--- src/rtl/baud_pkg.sv ---
// Shared constants and the decoded form of a generator configuration word.
// Assumes a 32-bit configuration word with fixed field positions.
package baud_pkg;
    localparam int DIV_W       = 12;   // reload counter width
    localparam int PRE_W       = 4;    // divide-by-16 prescaler width
    localparam int CFG_W       = 32;   // configuration word width
    localparam int CFG_PRE_BIT = 0;    // divide-by-16 select
    localparam int CFG_DIV_LSB = 1;    // reload value at bits 12:1
    localparam int CFG_RUN_BIT = 16;   // run bit

    typedef struct packed {
        logic             run;
        logic             pre;
        logic [DIV_W-1:0] div;
    } gen_cfg_t;

    // Extract the fields that matter from a raw configuration word.
    function automatic gen_cfg_t decode_cfg(input logic [CFG_W-1:0] word);
        gen_cfg_t c;
        c.run = word[CFG_RUN_BIT];
        c.pre = word[CFG_PRE_BIT];
        c.div = word[CFG_DIV_LSB +: DIV_W];
        return c;
    endfunction
endpackage

--- src/rtl/baud_prescale.sv ---
// Optional divide-by-2**PRE_W stage in front of a reload counter.
// When use_pre is clear it passes one tick per cycle. When use_pre is set,
// it issues one tick each time its counter wraps. clear restarts the phase.
module baud_prescale #(
    parameter int PRE_W = 4,
    localparam logic [PRE_W-1:0] PRE_MAX = '1
) (
    input  logic clk,
    input  logic rst_n,
    input  logic clear,
    input  logic run,
    input  logic use_pre,
    output logic tick_o
);
    logic [PRE_W-1:0] cnt_q;

    // Phase counter; it is held at zero while stopped or being reloaded.
    always_ff @(posedge clk) begin
        if (!rst_n || clear || !run) begin
            cnt_q <= '0;
        end else if (use_pre) begin
            cnt_q <= cnt_q + 1'b1;
        end
    end

    // Tick to the reload counter: every cycle, or at a wrap of the prescaler.
    always_comb begin
        tick_o = run && !clear && (!use_pre || (cnt_q == PRE_MAX));
    end
endmodule

--- src/rtl/baud_divider.sv ---
// Reload down-counter. It counts input ticks and emits a registered
// one-cycle pulse when it reaches zero, then reloads div_val.
// It assumes load comes together with the new div_val in the write cycle.
module baud_divider #(
    parameter int DIV_W = 12
) (
    input  logic             clk,
    input  logic             rst_n,
    input  logic             load,
    input  logic             run,
    input  logic [DIV_W-1:0] div_val,
    input  logic             tick_in,
    output logic             pulse_o
);
    logic [DIV_W-1:0] cnt_q;
    logic             pulse_q;

    // Count, reload and pulse generation.
    always_ff @(posedge clk) begin
        if (!rst_n) begin
            cnt_q   <= '0;
            pulse_q <= 1'b0;
        end else if (load || !run) begin
            cnt_q   <= div_val;
            pulse_q <= 1'b0;
        end else if (tick_in) begin
            if (cnt_q == '0) begin
                cnt_q   <= div_val;
                pulse_q <= 1'b1;
            end else begin
                cnt_q   <= cnt_q - 1'b1;
                pulse_q <= 1'b0;
            end
        end else begin
            pulse_q <= 1'b0;
        end
    end

    assign pulse_o = pulse_q;
endmodule

--- src/rtl/baud_xbar.sv ---
// Per-channel generator select with a combinational pulse mux.
// Every select resets to generator 0. It assumes route_gen < N_GEN.
module baud_xbar #(
    parameter int N_GEN  = 4,
    parameter int N_CHAN = 4,
    localparam int GEN_W  = (N_GEN  > 1) ? $clog2(N_GEN)  : 1,
    localparam int CHAN_W = (N_CHAN > 1) ? $clog2(N_CHAN) : 1
) (
    input  logic              clk,
    input  logic              rst_n,
    input  logic              route_we,
    input  logic [CHAN_W-1:0] route_chan,
    input  logic [GEN_W-1:0]  route_gen,
    input  logic [N_GEN-1:0]  gen_pulse,
    output logic [N_CHAN-1:0] chan_tick
);
    for (genvar c = 0; c < N_CHAN; c++) begin : g_chan
        logic [GEN_W-1:0] sel_q;

        // Holds this channel's generator select.
        always_ff @(posedge clk) begin
            if (!rst_n) begin
                sel_q <= '0;
            end else if (route_we && (route_chan == CHAN_W'(c))) begin
                sel_q <= route_gen;
            end
        end

        // Forwards the pulse of the selected generator.
        assign chan_tick[c] = gen_pulse[sel_q];
    end
endmodule

--- src/rtl/baud_gen_bank.sv ---
// Bank of N_GEN baud generators with a routing crossbar to N_CHAN channels.
// A configuration write latches the word and restarts that generator's
// prescaler and counter in the same cycle. Count base is the system clock.
module baud_gen_bank
    import baud_pkg::*;
#(
    parameter int N_GEN  = 4,
    parameter int N_CHAN = 4,
    localparam int GEN_W  = (N_GEN  > 1) ? $clog2(N_GEN)  : 1,
    localparam int CHAN_W = (N_CHAN > 1) ? $clog2(N_CHAN) : 1
) (
    input  logic              clk,
    input  logic              rst_n,
    input  logic              cfg_we,
    input  logic [GEN_W-1:0]  cfg_gen,
    input  logic [CFG_W-1:0]  cfg_wdata,
    input  logic              route_we,
    input  logic [CHAN_W-1:0] route_chan,
    input  logic [GEN_W-1:0]  route_gen,
    output logic [N_GEN-1:0]  gen_tick,
    output logic [N_CHAN-1:0] chan_tick
);
    gen_cfg_t cfg_new;

    assign cfg_new = decode_cfg(cfg_wdata);

    for (genvar g = 0; g < N_GEN; g++) begin : g_gen
        gen_cfg_t         cfg_q;
        logic             load;
        logic             pre_tick;
        logic [DIV_W-1:0] div_sel;

        assign load = cfg_we && (cfg_gen == GEN_W'(g));

        // Configuration register of this generator.
        always_ff @(posedge clk) begin
            if (!rst_n) begin
                cfg_q <= '0;
            end else if (load) begin
                cfg_q <= cfg_new;
            end
        end

        // The reload value comes from the incoming word during a write.
        assign div_sel = load ? cfg_new.div : cfg_q.div;

        baud_prescale #(.PRE_W(PRE_W)) u_pre (
            .clk     (clk),
            .rst_n   (rst_n),
            .clear   (load),
            .run     (cfg_q.run),
            .use_pre (cfg_q.pre),
            .tick_o  (pre_tick)
        );

        baud_divider #(.DIV_W(DIV_W)) u_div (
            .clk     (clk),
            .rst_n   (rst_n),
            .load    (load),
            .run     (cfg_q.run),
            .div_val (div_sel),
            .tick_in (pre_tick),
            .pulse_o (gen_tick[g])
        );
    end

    baud_xbar #(.N_GEN(N_GEN), .N_CHAN(N_CHAN)) u_xbar (
        .clk        (clk),
        .rst_n      (rst_n),
        .route_we   (route_we),
        .route_chan (route_chan),
        .route_gen  (route_gen),
        .gen_pulse  (gen_tick),
        .chan_tick  (chan_tick)
    );
endmodule

--- config.mk ---
export PLATFORM = sky130hd
export DESIGN_NAME = baud_gen_bank
export DESIGN_NICKNAME = d
export VERILOG_FILES = /design/src/rtl/baud_pkg.sv /design/src/rtl/baud_prescale.sv /design/src/rtl/baud_divider.sv /design/src/rtl/baud_xbar.sv /design/src/rtl/baud_gen_bank.sv
export SDC_FILE = /design/constraint.sdc
export NUM_CORES = 1
export LEC_CHECK = 0
export CELL_PAD_IN_SITES_DETAIL_PLACEMENT = 0
export CELL_PAD_IN_SITES_GLOBAL_PLACEMENT = 2
export CORE_MARGIN = 1
export CORE_UTILIZATION = 32
export DETAILED_ROUTE_END_ITERATION = 6
export PLACE_DENSITY_LB_ADDON = 0.05
export SYNTH_ARGS = -nofsm -noshare
export SYNTH_HDL_FRONTEND = slang
export SYNTH_SLANG_ARGS = --single-unit
--- constraint.sdc ---
create_clock -name clk -period 1.97 [get_ports clk]
set_input_delay 0.394 -clock clk [delete_from_list [all_inputs] [get_ports clk]]
set_output_delay 0.394 -clock clk [all_outputs]
set_load 0.02 [all_outputs]
==> run_summary.xml <==
<?xml version="1.0" encoding="UTF-8"?>
<metrics>
  <group name="synthesis">
    <metric name="netlist_instances" unit="">756</metric>
    <metric name="synth-seq-area-share" unit="%">40.67</metric>
    <metric name="multiplexer_share_of_the_synthesized_area" unit="%">12.27</metric>
    <metric name="synth_compound_area_share" unit="%">14.38</metric>
    <metric name="synthesis.nets" unit="">810</metric>
    <metric name="yosys.area_share.adder" unit="%">2.311</metric>
    <metric name="proportion_of_synthesized_flip_flops_having_asynchronous_set_or_reset" unit="%">0</metric>
    <metric name="synth.ff_latch_count" unit="">132</metric>
    <metric name="synth_flop_cell" unit="">dfxtp_1</metric>
    <metric name="ys.warnings.count" unit="">0</metric>
    <metric name="synth.top_cell.area_share" unit="%">40.67</metric>
    <metric name="combinational_family_with_the_most_area_after_synthesis" unit="">simple AND/OR/NAND/NOR gates</metric>
    <metric name="synth_area_leaders" unit="">dfxtp_1, mux2i_1, nor2_1</metric>
    <metric name="most_frequent_cell_after_synthesis" unit="">dfxtp_1</metric>
    <metric name="yosys.area_share.xor_xnor" unit="%">1.618</metric>
    <metric name="avgSynthCellArea" unit="um^2">8.595</metric>
    <metric name="synthesis.area" unit="um^2">6497</metric>
    <metric name="synth.cells.most_frequent" unit="">dfxtp_1, nor2_1, mux2i_1, nand2_1, a21oi_1</metric>
    <metric name="number_of_flops_mapped_to_enable_cells_by_yosys" unit="">0</metric>
    <metric name="netlist.top_cell.by_area" unit="">dfxtp_1</metric>
    <metric name="unique_masters_post_synth" unit="">67</metric>
    <metric name="post_synth_and_or_nand_nor_area_fraction" unit="%">24.63</metric>
  </group>
  <group name="grt">
    <metric name="global_route.overflow_total" unit="">0</metric>
    <metric name="grt_max_degree" unit="">20</metric>
    <metric name="grt_pass1_wl" unit="um">31730</metric>
    <metric name="gr-usage-all-layers" unit="%">20.38</metric>
    <metric name="via_count_of_the_first_global_routing_pass" unit="">6010</metric>
    <metric name="grt_antenna_before_repair" unit="">0</metric>
  </group>
  <group name="detailed_routing">
    <metric name="detailroute.wirelength.met3" unit="um">657</metric>
    <metric name="viasPerCell" unit="">5.232</metric>
    <metric name="remaining_drc_errors" unit="">0</metric>
    <metric name="antenna_left" unit="">0</metric>
    <metric name="drt-pass1-iter-count" unit="">5</metric>
    <metric name="post_drt_wl_per_cell" unit="um">17.00</metric>
    <metric name="highest-signal-layer" unit="">met4</metric>
    <metric name="drt_iter0_markers" unit="">272</metric>
    <metric name="dr_wl_met2" unit="um">9742</metric>
    <metric name="routed_wirelength" unit="um">20300</metric>
    <metric name="drt-met1-wl" unit="um">9612</metric>
    <metric name="routed-via-count" unit="">6247</metric>
  </group>
  <group name="sta">
    <metric name="finalHoldViolCount" unit="">0</metric>
    <metric name="slew_viol_final" unit="">0</metric>
    <metric name="max_slew.worst_pin.slew" unit="ns">0.5152</metric>
    <metric name="clock_skew" unit="ns">0.006909</metric>
    <metric name="max_freq" unit="MHz">501.3</metric>
    <metric name="worst_slack" unit="ns">-0.02493</metric>
    <metric name="fin_crit_sh" unit="%">101.3</metric>
    <metric name="max-slew-margin-rel" unit="%">65.53</metric>
    <metric name="layout_min_cycle_time" unit="ns">1.995</metric>
    <metric name="unrepaired_setup_endpoints_after_global_routing" unit="">yes</metric>
    <metric name="timing.final.setup_violations" unit="">3</metric>
  </group>
  <group name="critical_path">
    <metric name="r2r-end" unit="">g_gen[2].u_div.cnt_q[5]</metric>
    <metric name="critical_path.reg2reg.startpoint" unit="">g_gen[2].u_div.cnt_q[3]</metric>
    <metric name="critPathLaunchType" unit="">register</metric>
    <metric name="kind_of_critical_path" unit="">reg -&gt; reg</metric>
    <metric name="ff2ff_path_depth" unit="">6</metric>
    <metric name="critPathArrivalTime" unit="ns">2.35</metric>
    <metric name="max_stage_delay" unit="ns">0.57</metric>
    <metric name="end_kind" unit="">register</metric>
    <metric name="critPathSlowestCell" unit="">or4_4</metric>
    <metric name="last_element_of_the_critical_path" unit="">g_gen[2].u_div.cnt_q[5]</metric>
    <metric name="worst-path-max-fanout" unit="">5</metric>
    <metric name="timing.reg2reg.setup_slack" unit="ns">-0.02</metric>
    <metric name="worstSetupStartpoint" unit="">g_gen[2].u_div.cnt_q[3]</metric>
    <metric name="worst_ep_required_time" unit="ns">2.32</metric>
    <metric name="critical_path_cell_by_cell" unit="">or4_4 &gt; nor4_4 &gt; buf_4 &gt; nor2_4 &gt; or3_4 &gt; a31oi_1</metric>
  </group>
  <group name="outcome">
    <metric name="failed_checks" unit="">negative setup slack</metric>
    <metric name="outcome" unit="">finished, violations left</metric>
  </group>
  <group name="power">
    <metric name="net-switching-power" unit="mW">2.026</metric>
    <metric name="power_share_of_the_clock_group" unit="%">44.2</metric>
    <metric name="internal_power" unit="mW">5.536</metric>
    <metric name="post-layout-total-power" unit="mW">7.562</metric>
    <metric name="largest_vdd_supply_drop" unit="mV">0.6057</metric>
    <metric name="switching_share" unit="%">26.79</metric>
    <metric name="power_density" unit="nW/um^2">844.5</metric>
    <metric name="leakage_power_figure" unit="nW">3.866</metric>
    <metric name="power.share.combinational" unit="%">18.3</metric>
    <metric name="sequentialPowerShare" unit="%">37.5</metric>
  </group>
  <group name="clocking">
    <metric name="cts.sinks" unit="">132</metric>
    <metric name="number_of_buffers_created_by_cts" unit="">17</metric>
    <metric name="clock_tree.htree_level_count" unit="">4</metric>
    <metric name="clk_latency" unit="ns">0.42</metric>
    <metric name="cts_tree" unit="">built</metric>
    <metric name="cts-hold-fix-buffers" unit="">0</metric>
    <metric name="cts_root_buffer" unit="">clkbuf_16</metric>
    <metric name="clock_path_buffers" unit="">2</metric>
    <metric name="clk_pin_slew" unit="ns">0.06</metric>
  </group>
  <group name="layout">
    <metric name="final_area" unit="um^2">8954</metric>
    <metric name="layout.area.seq" unit="um^2">2656</metric>
    <metric name="nNetsFinal" unit="">970</metric>
    <metric name="antenna-diode-count" unit="">0</metric>
    <metric name="post_route_cells_drive_above_1_share" unit="%">27.34</metric>
    <metric name="number_of_filler_cells_placed_in_the_layout" unit="">1987</metric>
    <metric name="multi_input_comb_area" unit="um^2">3751</metric>
    <metric name="areaGrowthSynthToFinish" unit="%">37.80</metric>
  </group>
  <group name="die">
    <metric name="core.rowCount" unit="">51</metric>
    <metric name="fp.coreArea" unit="um^2">19650</metric>
    <metric name="chipHeight" unit="um">144.5</metric>
    <metric name="initial_core_util" unit="%">33.06</metric>
    <metric name="die_width" unit="um">144.5</metric>
    <metric name="fp.dieArea" unit="um^2">20880</metric>
    <metric name="num_io_pins" unit="">50</metric>
  </group>
  <group name="job">
    <metric name="max_cap_violations" unit="">0</metric>
  </group>
  <group name="placed_design">
    <metric name="routability_driven_placement_congestion_ratio" unit="">0.8142</metric>
    <metric name="place_area" unit="um^2">8134</metric>
    <metric name="dp_hpwl" unit="um">15060</metric>
    <metric name="numPortBuffers" unit="">31</metric>
  </group>
  <group name="hold_path">
    <metric name="worst_hold_path_type" unit="">reg -&gt; reg</metric>
  </group>
</metrics>
metrics by stage:
step	util [%]	TNS, ns	setup slack (ns)	std cells	hold WS (ns)
after floorplan	-	-0.09266	-0.06671	756	0.4491
after global placement	41.39	-16.78	-0.4577	1156	0.4722
after detailed placement	41.39	-17.60	-0.4741	1156	0.4810
after CTS	44.98	-0.05781	-0.01406	1191	0.4917
after global routing	45.56	-0.6490	-0.08255	1194	0.5151
final	45.56	-0.04292	-0.02493	1194	0.4870
critical path: cells and delay by family (launching register included):
kind / cells / cell delay (ns)
compound gates: 1 / 0.17
buf+inv: 1 / 0.19
flops: 1 / 0.32
simple gates: 4 / 1.23
cells by family (layout without fill, tap and decap cells):
family                   count (synthesis)  after routing
AND/OR/NAND/NOR                        322            322
buffers and inverters                   61            234
flip-flops                             132            132
XOR/XNOR                                12             12
AO/OA/AOI/OAI                          143            143
multiplexers                            74             74
adder cells (fa/ha/maj)                 12             12
power groups by stage:
stage	Sequential, mW	Clock (mW)	Combinational [mW]
2_1_floorplan	2.88	0	0.713
3_3_place_gp	2.88	0	1.29
3_5_place_dp	2.89	0	1.29
4_1_cts	2.83	3.42	1.34
5_1_grt	2.84	3.55	1.51
6_report	2.83	3.34	1.38
how the worst min path moves through the flow:
| stage | startpoint | slack (ns) | cells after the start | end |
|---|---|---|---|---|
| after floorplan | g_gen[0].u_div.cnt_q[11] | 0.45 | 2 | g_gen[0].u_div.cnt_q[11] |
| after global placement | g_gen[0].u_div.cnt_q[11] | 0.47 | 2 | g_gen[0].u_div.cnt_q[11] |
| after detailed placement | g_gen[2].cfg_q[10] | 0.48 | 2 | g_gen[2].cfg_q[10] |
| after CTS | g_gen[2].cfg_q[10] | 0.49 | 2 | g_gen[2].cfg_q[10] |
| after global routing | g_gen[0].u_div.cnt_q[11] | 0.52 | 2 | g_gen[0].u_div.cnt_q[11] |
| final | g_gen[0].u_div.cnt_q[11] | 0.49 | 2 | g_gen[0].u_div.cnt_q[11] |
final cells by class:
type	instances	share of cell area, %
Inverter	13	0.5450
Clock inverter	14	2.068
Tap cell	265	3.703
Multi-Input combinational cell	563	41.89
Sequential cell	132	29.67
Clock buffer	18	4.793
Timing Repair Buffer	189	17.33
flip-flops by register name (all words and copies together) (netlist names):
name,count
g_gen.cfg_q,56
g_gen.u_div.cnt_q,48
u_xbar.g_chan.sel_q,8
g_gen.u_pre.cnt_q,16
g_gen.u_div.pulse_o,4
layout by cell type, fill, tap and decap left out, types with 11 or more instances in the layout:
cell and instances:
buf_4 149, dfxtp_1 123, nor2_1 107, nand4_1 16, nand3_1 21, nor3_1 26, clkdlybuf4s50_1 27, o21ai_0 26
mux2i_1 65, clkbuf_16 17, a21oi_1 38, nand2_1 64, o21ai_1 11
routing by layer:
metal | track usage [%] | vias to the layer above
met3 | 3.311 | 24
met4 | 7.479 | 0
li1 | - | 3063
met2 | 34.24 | 124
met5 | 0 | -
met1 | 26.13 | 3036
repair_timing:
item / CTS / global route
setup buffers: 3 / 2
resized for setup: 36 / 38
endpoints found under the setup margin: 29 / 37
cloned: 0 / 1
pin swaps: 14 / 11
Note: power is estimated with default switching activity, not from simulation.
